==> config.mk <==
export PLATFORM = sky130hd
export DESIGN_NAME = spf_unit
export DESIGN_NICKNAME = d
export VERILOG_FILES = /design/src/rtl/spf_pkg.sv /design/src/rtl/spf_lane_swap.sv /design/src/rtl/spf_fifo.sv /design/src/rtl/spf_level_mon.sv /design/src/rtl/spf_unit.sv
export SDC_FILE = /design/constraint.sdc
export NUM_CORES = 1
export LEC_CHECK = 0
export ABC_AREA = 1
export BUFFER_PORTS_ARGS = -buffer_cell sky130_fd_sc_hd__clkbuf_2
export CORE_MARGIN = 2
export CORE_UTILIZATION = 50
export CTS_BUF_LIST = sky130_fd_sc_hd__clkbuf_8 sky130_fd_sc_hd__clkbuf_16
export CTS_CLUSTER_DIAMETER = 40
export DETAILED_ROUTE_END_ITERATION = 6
export MAX_ROUTING_LAYER = met4
export PLACE_DENSITY_LB_ADDON = 0.3
export SLEW_MARGIN = 20
export SYNTH_ARGS = -nofsm -noshare
export SYNTH_HDL_FRONTEND = slang
export SYNTH_SLANG_ARGS = --single-unit
==> constraint.sdc <==
create_clock -name clk -period 9 [get_ports clk]
set_clock_uncertainty 0.2 [all_clocks]
set_input_delay 0.45 -clock clk [delete_from_list [all_inputs] [get_ports clk]]
set_output_delay 0.45 -clock clk [all_outputs]
set_load 0.005 [all_outputs]
==> src/rtl/spf_pkg.sv <==
package spf_pkg;

    localparam int SPF_DATA_W = 32;
    localparam int SPF_DEPTH  = 16;
    localparam int SPF_THR_W  = $clog2(SPF_DEPTH);

    typedef enum logic [1:0] {
        SWAP_NONE    = 2'd0,
        SWAP_HALVES  = 2'd1,
        SWAP_REVERSE = 2'd2,
        SWAP_IN_HALF = 2'd3
    } swap_mode_e;

    // Control word, most significant field first.
    typedef struct packed {
        logic                 pack_en;
        logic                 autofull_en;
        logic                 test_sel;
        logic                 test_en;
        logic                 rx_dma_en;
        logic                 tx_dma_en;
        logic [SPF_THR_W-1:0] rx_thr;
        logic [SPF_THR_W-1:0] tx_thr;
        swap_mode_e           rx_swap;
        swap_mode_e           tx_swap;
    } ctrl_t;

    localparam int CTRL_W = $bits(ctrl_t);

    localparam int ERR_TX_OVR = 0;
    localparam int ERR_TX_UND = 1;
    localparam int ERR_RX_OVR = 2;
    localparam int ERR_RX_UND = 3;
    localparam int ERR_W      = 4;

endpackage

==> src/rtl/spf_lane_swap.sv <==
module spf_lane_swap
    import spf_pkg::*;
#(
    parameter int BYTE_W = 8
) (
    input  swap_mode_e              mode,
    input  logic [4*BYTE_W-1:0]     din,
    output logic [4*BYTE_W-1:0]     dout
);
    localparam int W = 4 * BYTE_W;

    logic [BYTE_W-1:0] b [4];

    always_comb begin
        for (int i = 0; i < 4; i++) begin
            b[i] = din[i*BYTE_W +: BYTE_W];
        end
        case (mode)
            SWAP_HALVES:  dout = {b[1], b[0], b[3], b[2]};
            SWAP_REVERSE: dout = {b[0], b[1], b[2], b[3]};
            SWAP_IN_HALF: dout = {b[2], b[3], b[0], b[1]};
            default:      dout = din[W-1:0];
        endcase
    end

endmodule

==> src/rtl/spf_fifo.sv <==
module spf_fifo #(
    parameter int DATA_W = 32,
    parameter int DEPTH  = 16
) (
    input  logic                    clk,
    input  logic                    rst_n,
    input  logic                    push,
    input  logic [DATA_W-1:0]       push_data,
    input  logic                    pop,
    output logic [DATA_W-1:0]       head,
    output logic [$clog2(DEPTH):0]  level,
    output logic                    full,
    output logic                    empty,
    output logic                    ovr_evt,
    output logic                    und_evt
);
    localparam int PTR_W = $clog2(DEPTH);
    localparam int CNT_W = PTR_W + 1;

    typedef struct packed {
        logic [PTR_W-1:0] wr;
        logic [PTR_W-1:0] rd;
        logic [CNT_W-1:0] cnt;
    } fifo_st_t;

    fifo_st_t          st_q, st_d;
    logic [DATA_W-1:0] mem [DEPTH];
    logic              do_push, do_pop;

    always_comb begin
        st_d    = st_q;
        full    = (st_q.cnt == CNT_W'(DEPTH));
        empty   = (st_q.cnt == '0);
        do_push = push && !full;
        do_pop  = pop && !empty;
        ovr_evt = push && full;
        und_evt = pop && empty;
        if (do_push) st_d.wr = st_q.wr + PTR_W'(1);
        if (do_pop)  st_d.rd = st_q.rd + PTR_W'(1);
        case ({do_push, do_pop})
            2'b10:   st_d.cnt = st_q.cnt + CNT_W'(1);
            2'b01:   st_d.cnt = st_q.cnt - CNT_W'(1);
            default: st_d.cnt = st_q.cnt;
        endcase
        level = st_q.cnt;
        head  = empty ? '0 : mem[st_q.rd];
    end

    always_ff @(posedge clk or negedge rst_n) begin
        if (!rst_n) st_q <= '0;
        else        st_q <= st_d;
    end

    always_ff @(posedge clk) begin
        if (do_push) mem[st_q.wr] <= push_data;
    end

    // the fill level never passes the depth
    a_r3_level_bound: assert property (@(posedge clk) disable iff (!rst_n)
        level <= CNT_W'(DEPTH));

    // the level moves by at most one per cycle
    a_r3_level_step: assert property (@(posedge clk) disable iff (!rst_n)
        1'b1 |=> (level == $past(level) || level == $past(level) + CNT_W'(1)
                  || level + CNT_W'(1) == $past(level)));

    // a push into a full queue without a pop is dropped
    a_r11_drop_on_full: assert property (@(posedge clk) disable iff (!rst_n)
        (full && push && !pop) |=> full);

    // a pop from an empty queue without a push is dropped
    a_r11_drop_on_empty: assert property (@(posedge clk) disable iff (!rst_n)
        (empty && pop && !push) |=> empty);

endmodule

==> src/rtl/spf_level_mon.sv <==
module spf_level_mon #(
    parameter int CNT_W     = 5,
    parameter int THR_W     = 4,
    parameter bit FILL_HIGH = 1'b1
) (
    input  logic [CNT_W-1:0] level,
    input  logic [THR_W-1:0] thr,
    input  logic             dma_en,
    output logic             irq,
    output logic             dma_req
);
    localparam int PAD_W = CNT_W - THR_W;

    logic [CNT_W-1:0] trig;
    logic             hit;

    assign trig = {{PAD_W{1'b0}}, thr} + CNT_W'(1);

    generate
        if (FILL_HIGH) begin : g_fill_high
            assign hit = (level >= trig);
        end else begin : g_fill_low
            assign hit = (level <= trig);
        end
    endgenerate

    assign irq     = hit;
    assign dma_req = hit && dma_en;

endmodule

==> src/rtl/spf_unit.sv <==
module spf_unit
    import spf_pkg::*;
#(
    parameter int DATA_W = SPF_DATA_W,
    parameter int DEPTH  = SPF_DEPTH
) (
    input  logic                    clk,
    input  logic                    rst_n,
    input  logic                    ctrl_we,
    input  logic [CTRL_W-1:0]       ctrl_wdata,
    input  logic [ERR_W-1:0]        err_clr,
    input  logic                    is_master,
    input  logic                    dr_wr,
    input  logic [DATA_W-1:0]       dr_wdata,
    input  logic                    dr_rd,
    output logic [DATA_W-1:0]       dr_rdata,
    input  logic                    eng_tx_pop,
    output logic [DATA_W-1:0]       eng_tx_data,
    input  logic                    eng_rx_push,
    input  logic [DATA_W-1:0]       eng_rx_data,
    output logic [$clog2(DEPTH):0]  tx_level,
    output logic [$clog2(DEPTH):0]  rx_level,
    output logic                    tx_full,
    output logic                    tx_empty,
    output logic                    rx_full,
    output logic                    rx_empty,
    output logic                    tx_irq,
    output logic                    rx_irq,
    output logic                    tx_dma_req,
    output logic                    rx_dma_req,
    output logic                    stall,
    output logic                    pack_en,
    output logic [ERR_W-1:0]        err_flags
);
    localparam int CNT_W = $clog2(DEPTH) + 1;

    typedef struct packed {
        ctrl_t            ctrl;
        logic [ERR_W-1:0] err;
    } unit_st_t;

    unit_st_t          st_q, st_d;

    logic              test_tx, test_rx;
    logic              tx_push, tx_pop, rx_push, rx_pop;
    logic [DATA_W-1:0] tx_wdata, rx_pdata, tx_head, rx_head, rx_head_sw;
    logic              tx_ovr, tx_und, rx_ovr, rx_und;

    // Data-register steering: normal mode or test-mode queue select
    always_comb begin
        test_tx  = st_q.ctrl.test_en && !st_q.ctrl.test_sel;
        test_rx  = st_q.ctrl.test_en &&  st_q.ctrl.test_sel;
        tx_push  = dr_wr && !test_rx;
        tx_pop   = st_q.ctrl.test_en ? (dr_rd && test_tx) : eng_tx_pop;
        rx_push  = st_q.ctrl.test_en ? (dr_wr && test_rx) : eng_rx_push;
        rx_pdata = st_q.ctrl.test_en ? dr_wdata : eng_rx_data;
        rx_pop   = dr_rd && !test_tx;
    end

    spf_lane_swap i_tx_swap (
        .mode (st_q.ctrl.tx_swap),
        .din  (dr_wdata),
        .dout (tx_wdata)
    );

    spf_lane_swap i_rx_swap (
        .mode (st_q.ctrl.rx_swap),
        .din  (rx_head),
        .dout (rx_head_sw)
    );

    spf_fifo #(.DATA_W(DATA_W), .DEPTH(DEPTH)) i_tx_fifo (
        .clk       (clk),
        .rst_n     (rst_n),
        .push      (tx_push),
        .push_data (tx_wdata),
        .pop       (tx_pop),
        .head      (tx_head),
        .level     (tx_level),
        .full      (tx_full),
        .empty     (tx_empty),
        .ovr_evt   (tx_ovr),
        .und_evt   (tx_und)
    );

    spf_fifo #(.DATA_W(DATA_W), .DEPTH(DEPTH)) i_rx_fifo (
        .clk       (clk),
        .rst_n     (rst_n),
        .push      (rx_push),
        .push_data (rx_pdata),
        .pop       (rx_pop),
        .head      (rx_head),
        .level     (rx_level),
        .full      (rx_full),
        .empty     (rx_empty),
        .ovr_evt   (rx_ovr),
        .und_evt   (rx_und)
    );

    spf_level_mon #(.CNT_W(CNT_W), .THR_W(SPF_THR_W), .FILL_HIGH(1'b0)) i_tx_mon (
        .level   (tx_level),
        .thr     (st_q.ctrl.tx_thr),
        .dma_en  (st_q.ctrl.tx_dma_en),
        .irq     (tx_irq),
        .dma_req (tx_dma_req)
    );

    spf_level_mon #(.CNT_W(CNT_W), .THR_W(SPF_THR_W), .FILL_HIGH(1'b1)) i_rx_mon (
        .level   (rx_level),
        .thr     (st_q.ctrl.rx_thr),
        .dma_en  (st_q.ctrl.rx_dma_en),
        .irq     (rx_irq),
        .dma_req (rx_dma_req)
    );

    // Next state: control load and sticky error flags
    always_comb begin
        logic [ERR_W-1:0] evt;
        st_d = st_q;
        if (ctrl_we) st_d.ctrl = ctrl_t'(ctrl_wdata);
        evt = '0;
        evt[ERR_TX_OVR] = tx_ovr;
        evt[ERR_TX_UND] = tx_und;
        evt[ERR_RX_OVR] = rx_ovr;
        evt[ERR_RX_UND] = rx_und;
        st_d.err = (st_q.err & ~err_clr) | evt;
    end

    always_ff @(posedge clk or negedge rst_n) begin
        if (!rst_n) st_q <= '0;
        else        st_q <= st_d;
    end

    assign dr_rdata    = test_tx ? tx_head : rx_head_sw;
    assign eng_tx_data = tx_head;
    assign stall       = st_q.ctrl.autofull_en && is_master && rx_full;
    assign pack_en     = st_q.ctrl.pack_en;
    assign err_flags   = st_q.err;

    // while stalled the receive level cannot grow
    a_r9_stall_no_growth: assert property (@(posedge clk) disable iff (!rst_n)
        stall |=> (rx_level <= $past(rx_level)));

    // in test mode with no data-register access, neither queue moves
    a_r8_engine_ignored: assert property (@(posedge clk) disable iff (!rst_n)
        (st_q.ctrl.test_en && !dr_wr && !dr_rd && !ctrl_we)
        |=> ($stable(tx_level) && $stable(rx_level)));

    // a control load shows on pack_en one cycle later
    a_r10_pack_load: assert property (@(posedge clk) disable iff (!rst_n)
        ctrl_we |=> (pack_en == $past(ctrl_wdata[CTRL_W-1])));

    // a set flag that is not cleared stays set
    a_r11_sticky: assert property (@(posedge clk) disable iff (!rst_n)
        1'b1 |=> ((err_flags & $past(err_flags & ~err_clr)) == $past(err_flags & ~err_clr)));

endmodule

## Word-level counts from Yosys, hierarchy flattened

Memories as Yosys holds them, arrays and structs flattened.
Cells that the tools add are included.

| word-level totals | value |
|---|---|
| register bits after elaboration | 48 |
| bits in writable memories | 1024 |
| input port bits | 94 |
| output and inout bits | 88 |
| logic and storage cells | 89 |
| memories | 2 |

| cells by class | value |
|---|---|
| add/sub/neg operators | 10 |
| order comparisons | 2 |
| equal/unequal tests | 12 |
| multiplexer cells | 14 |
| bitwise operators | 3 |
| reduce and logical (&&, ||, !) cells | 29 |

Memory list:

| name | depth | width | rd ports | clocked after memory_dff | write ports | RTL line | RTL |
|---|---|---|---|---|---|---|---|
| i_rx_fifo.mem | 16 | 32 | 1 | 0 | 1 | spf_fifo.sv:27 | `logic [DATA_W-1:0] mem [DEPTH];` |
| i_tx_fifo.mem | 16 | 32 | 1 | 0 | 1 | spf_fifo.sv:27 |  |

Operators with widths:

| operator | count |
|---|---|
| case mux 32 bit (3 select lines) | 2 |
| two-way mux 32 bit | 4 |
| case mux 5 bit (2 select lines) | 2 |
| logical AND 1 bit | 18 |
| adder 4 x 1 -> 4 bit, second input constant | 4 |
| == test 2 bit, second input constant | 6 |
| adder 4 x 1 -> 5 bit, second input constant | 2 |
| adder 5 x 1 -> 5 bit, second input constant | 2 |
| == test 5 bit, second input constant | 2 |
| logical NOT 5 bit | 2 |
| subtractor 5 x 1 -> 5 bit, second input constant | 2 |
| == test 2 x 1 -> 1 bit, second input constant | 4 |
| logical NOT 1 bit | 7 |
| two-way mux 1 bit | 6 |
| greater-or-equal comparator 5 bit | 1 |
| less-or-equal comparator 5 bit | 1 |
| AND 4 bit | 1 |
| NOT 4 bit | 1 |
| OR 4 bit | 1 |
| nonzero test 2 bit | 2 |

## Logic depth before layout (Yosys ltp)

| depth | value |
|---|---|
| depth in word-level cells | 7 |
| gate-level depth with buffers | 16 |
| depth with buffers taken out | 15 |

## Modules after synthesis

From an unflattened synthesis, not the netlist that was laid out.

| second synthesis, totals | value |
|---|---|
| cells, all modules | 4373 |
| area, all modules | 47345.4 sq um |

By module, submodules not included:

| module | instances | cells an instance | area an instance (sq um) | sequential area each (sq um) |
|---|---|---|---|---|
| spf_fifo | 2 | 1815 | 21551.9 | 15700.1 |
| spf_lane_swap | 2 | 186 | 1017.2 | 0.0 |
| spf_unit | 1 | 312 | 1818.0 | 550.5 |
| spf_level_mon (i_tx_mon) | 1 | 29 | 201.4 | 0.0 |
| spf_level_mon (i_rx_mon) | 1 | 30 | 187.7 | 0.0 |

## Least setup slack after synthesis

Ideal clock, no wire load.

| timing | value |
|---|---|
| path type | register to register |
| start | register st_q[18] (netlist name) |
| end | memory i_rx_fifo.mem[11][0], enable pin |
| setup time | 0.421 ns |
| arrival time | 2.472 ns |
| path slack | 5.907 ns |
| cell stages (with the launch flop) | 9 |
| buffers on the path | 1 |
| path through | dfrtp_1 > buf_2 > inv_2 > nand2_1 > nand2_1 > nand2_1 > inv_1 > nand2_1 > nor2_1 |

| between the ends | value |
|---|---|
| longest elaborated chain between the ends | 6 |

Ends and longest elaborated chain:

| item | RTL line | RTL |
|---|---|---|
| start: declaration | spf_unit.sv:42 | `unit_st_t st_q, st_d;` |
| start signal: assignment | spf_unit.sv:131 | `else st_q <= st_d;` |
| logical AND 1 bit | spf_unit.sv:52 | `test_rx = st_q.ctrl.test_en && st_q.ctrl.test_sel;` |
| logical AND 1 bit | spf_unit.sv:55 | `rx_push = st_q.ctrl.test_en ? (dr_wr && test_rx) : eng_rx_push;` |
| two-way mux 1 bit * | spf_unit.sv:55 |  |
| logical AND 1 bit * | spf_fifo.sv:34 | `do_push = push && !full;` |
| two-way mux 1 bit * | spf_fifo.sv:55 | `if (do_push) mem[st_q.wr] <= push_data;` |
| two-way mux 1 bit (not written as such) * | spf_fifo.sv:55 |  |
| end: declaration | spf_fifo.sv:27 |  |

Mark *: on every way between the ends. The rest lies on a longest branch, timed or not.

## Worst setup path in the final report

| timing | value |
|---|---|
| start | register i_rx_fifo.st_q[6] (netlist name) |
| end | output dr_rdata[22] |

| between the ends | value |
|---|---|
| longest elaborated chain between the ends | 4 |

Ends and longest elaborated chain:

| item | RTL line | RTL |
|---|---|---|
| start: declaration | spf_fifo.sv:26 | `fifo_st_t st_q, st_d;` |
| start signal: assignment | spf_fifo.sv:51 | `else st_q <= st_d;` |
| memory (16 x 32 bit) | -- |  |
| two-way mux 32 bit | spf_fifo.sv:46 | `head = empty ? '0 : mem[st_q.rd];` |
| case mux 32 bit (3 select lines) | spf_lane_swap.sv:18 | `case (mode)` |
| two-way mux 32 bit | spf_unit.sv:134 | `assign dr_rdata = test_tx ? tx_head : rx_head_sw;` |
| end: declaration | spf_unit.sv:16 | `output logic [DATA_W-1:0] dr_rdata,` |

No other way between the ends.

==> results.sh <==
export IMPL_outcome="finished with violations"
export IMPL_violations="DRC"
export IMPL_hold_depth=4
export IMPL_core_area_mm2=0.0918
export IMPL_worst_pin_slew_ns=1.17
export IMPL_io_pins=182
export IMPL_ys_warn_count=0
export IMPL_crit_type="register to primary output"
export IMPL_hp_start="eng_rx_data[1]"
export IMPL_worstPathMaxFanout=67
export IMPL_cap_violations=0
export IMPL_r2r_start="st_q[18]"
export IMPL_pwr_share_seq_pct=35.2
export IMPL_clk_latency_ns=0.74
export IMPL_leakagePower_nw=19.6
export IMPL_final_cell_mix="nand2_1, edfxtp_1, nand3_1"
export IMPL_fin_nets=4368
export IMPL_wl_per_cell_um=24.0
export IMPL_arrival_ns=4.81
export IMPL_dp_hpwl_um=74400
export IMPL_synth_seq_cells=1072
export IMPL_maxSlewViolCount=0
export IMPL_postSynthCellCount=4085
export IMPL_final_min_clock_period_ns=5.46
export IMPL_wl_um=135000
export IMPL_area_delta_synth_final_pct=14.5
export IMPL_antenna_found_initial=4
export IMPL_h_tree_depth=4
export IMPL_yosys_cell_types_count=40
export IMPL_hold_end="i_rx_fifo.mem[8][1]"
export IMPL_switchingPower_mw=7.04
export IMPL_fillers=7360
export IMPL_grt_pass1_vias=31400
export IMPL_period_share_pct=60.7
export IMPL_die_area_mm2=0.0952
export IMPL_setup_worst_path_end_class="primary output"
export IMPL_pwr_share_clk_pct=29.8
export IMPL_cts_tree="done"
export IMPL_rrSetupSlack_ns=5.08
export IMPL_cts_clk_slew_worst_paths_ns=0.06
export IMPL_internal_power_mw=11.0
export IMPL_rsz0062_at_grt="no"
export IMPL_num_rows=111
export IMPL_slew_headroom_pct=22.2
export IMPL_min_path_type="input port to register"
export IMPL_drc=1
export IMPL_cts_root_buf="clkbuf_16"
export IMPL_combPwrFrac_pct=35.0
export IMPL_setup_viol=0
export IMPL_postRouteAntennaNets=0
export IMPL_avgSynthCellArea_um2=11.4
export IMPL_vias=33400
export IMPL_cts_sinks=1072
export IMPL_final_hold_viol_count=0
export IMPL_cts_buffers_inserted=136
export IMPL_synth_fp_nets=4208
export IMPL_dieHeight_um=309
export IMPL_power_mw=18.1
export IMPL_vias_per_cell=5.96
export IMPL_r2r_cells=16
export IMPL_first_pass_iters=7
export IMPL_overflow=0
export IMPL_layout_commonest_cell="nand2_1"
export IMPL_max_freq_mhz=183
export IMPL_r2r_end="i_rx_fifo.level[4]"
export IMPL_startpoint_type="register"
export IMPL_crit_required_ns=8.35
export IMPL_start_util_pct=50.5
export IMPL_synth_async_sr_flop_share_pct=4.48
export IMPL_synth_edff_count=1024
export IMPL_grt_pass1_wl_um=198000
export IMPL_grt_max_degree=180
export IMPL_seq_area_frac_synth_pct=68.9
export IMPL_syn_area_mm2=0.0464
export IMPL_gp_congestion=0.923
export IMPL_setup_worst_path_start="i_rx_fifo.st_q[6]"
export IMPL_hold_worst_slack_ns=0.0391
export IMPL_grt_use_total_pct=29.1
export IMPL_p_per_area_mw_per_mm2=340
export IMPL_tns_ns=0
export IMPL_max_vdd_ir_drop_mv=0.220
export IMPL_drt_initial_drc_count=4442
export IMPL_drive_gt1_share_pct=13.7
export IMPL_port_buffers=181
export IMPL_fp_dieW_um=309
export IMPL_switching_share_pct=39.0
export IMPL_synth_ff_type="edfxtp_1"
export IMPL_clock_path_buffers=3
export IMPL_cts_setup_buffers=0
## routing by layer
metal,global-route usage (%),share of wire (%)
met1,40.6,40
met2,41.3,44
met3,5.97,12
met4,12.9,4.3
met5,-,0
## power groups by stage
stage / registers, mW / logic (mW) / clock network [mW]
after CTS: 6.36 / 6.22 / 5.42
after floorplan: 6.25 / 4.30 / 0
after global routing: 6.40 / 6.88 / 5.63
after detailed placement: 6.46 / 6.17 / 0
after global placement: 6.45 / 6.09 / 0
final: 6.36 / 6.32 / 5.38
## worst max-delay path by stage
stage	end	slack, ns
2_1_floorplan	i_rx_fifo.mem[11][0]	5.91
3_3_place_gp	dr_rdata[9]	4.46
3_5_place_dp	dr_rdata[9]	4.41
4_1_cts	dr_rdata[9]	3.62
5_1_grt	dr_rdata[24]	3.39
6_report	dr_rdata[22]	3.54
## registers in the layout, indices dropped and copies added (netlist names)
name	cells
st_q	17
i_tx_fifo.mem	512
i_rx_fifo.level	5
i_tx_fifo.level	5
i_tx_fifo.st_q	8
i_rx_fifo.st_q	8
pack_en	1
i_rx_fifo.mem	512
err_flags	4
## critical path, stage by stage (launching register included)
cell and delay (ns):
dfrtp_4 0.78, inv_4 0.70, buf_4 0.79, nand3_1 0.19
nand3_1 0.14, nand2_1 0.07, nand2_1 0.06, nand2_1 0.14
nand3_1 0.11, nand2_1 0.07, o21ai_1 0.64, nand2_1 0.13
clkbuf_2 0.15
## cells by family after synthesis
family	after synthesis	share of synthesized area [%]
AO/OA/AOI/OAI	623	7.84
XOR/XNOR	25	0.472
flip-flops	1072	68.9
adder cells (fa/ha/maj)	29	0.782
AND/OR/NAND/NOR	1942	17.3
buffers and inverters	385	4.46
multiplexers	9	0.219
## cell type report
cell class	instances	area, um^2	share of cell area (%)
Inverter	100	393	0.740
Sequential cell	1072	32000	60.2
Clock inverter	111	1080	2.04
Antenna cell	1	2.50	0.00471
Tap cell	1243	1560	2.93
Multi-Input combinational cell	2628	12700	23.9
Timing Repair Buffer	307	1950	3.67
Clock buffer	139	3460	6.51
## synthesized netlist by cell type, types with 21 or more instances
cell type	n	area share, %
edfxtp_1	1024	66
buf_2	84	0.91
o21ai_0	295	3.2
clkbuf_1	91	0.74
dfrtp_1	48	2.6
o221ai_1	76	1.4
o2111ai_1	26	0.49
nand2_1	1054	8.5
inv_1	89	0.72
o21ai_1	63	0.68
ha_1	29	0.78
nand3_1	552	6.0
buf_1	21	0.17
a21oi_1	105	1.1
buf_6	35	0.85
buf_4	48	0.78
nor2_1	314	2.5
o22ai_1	24	0.32
## what timing repair did
item / CTS / global route
hold buffers: 26 / 0
setup endpoints to repair: 0 / 0
endpoints found under the hold margin: 70 / 0
resized for setup: 0 / 0
## through the flow
| step | cell area (um^2) | utilization [%] | instances | worst slack [ns] |
|---|---|---|---|---|
| 2_1_floorplan | 46400 | - | 4085 | 5.91 |
| 3_3_place_gp | 48200 | 52.6 | 5323 | 4.46 |
| 3_5_place_dp | 48200 | 52.6 | 5323 | 4.41 |
| 6_report | 53100 | 57.9 | 5601 | 3.54 |
| 5_1_grt | 53100 | 57.9 | 5601 | 3.39 |
| 4_1_cts | 53000 | 57.8 | 5599 | 3.62 |
Note: power is estimated with default switching activity, not from simulation.
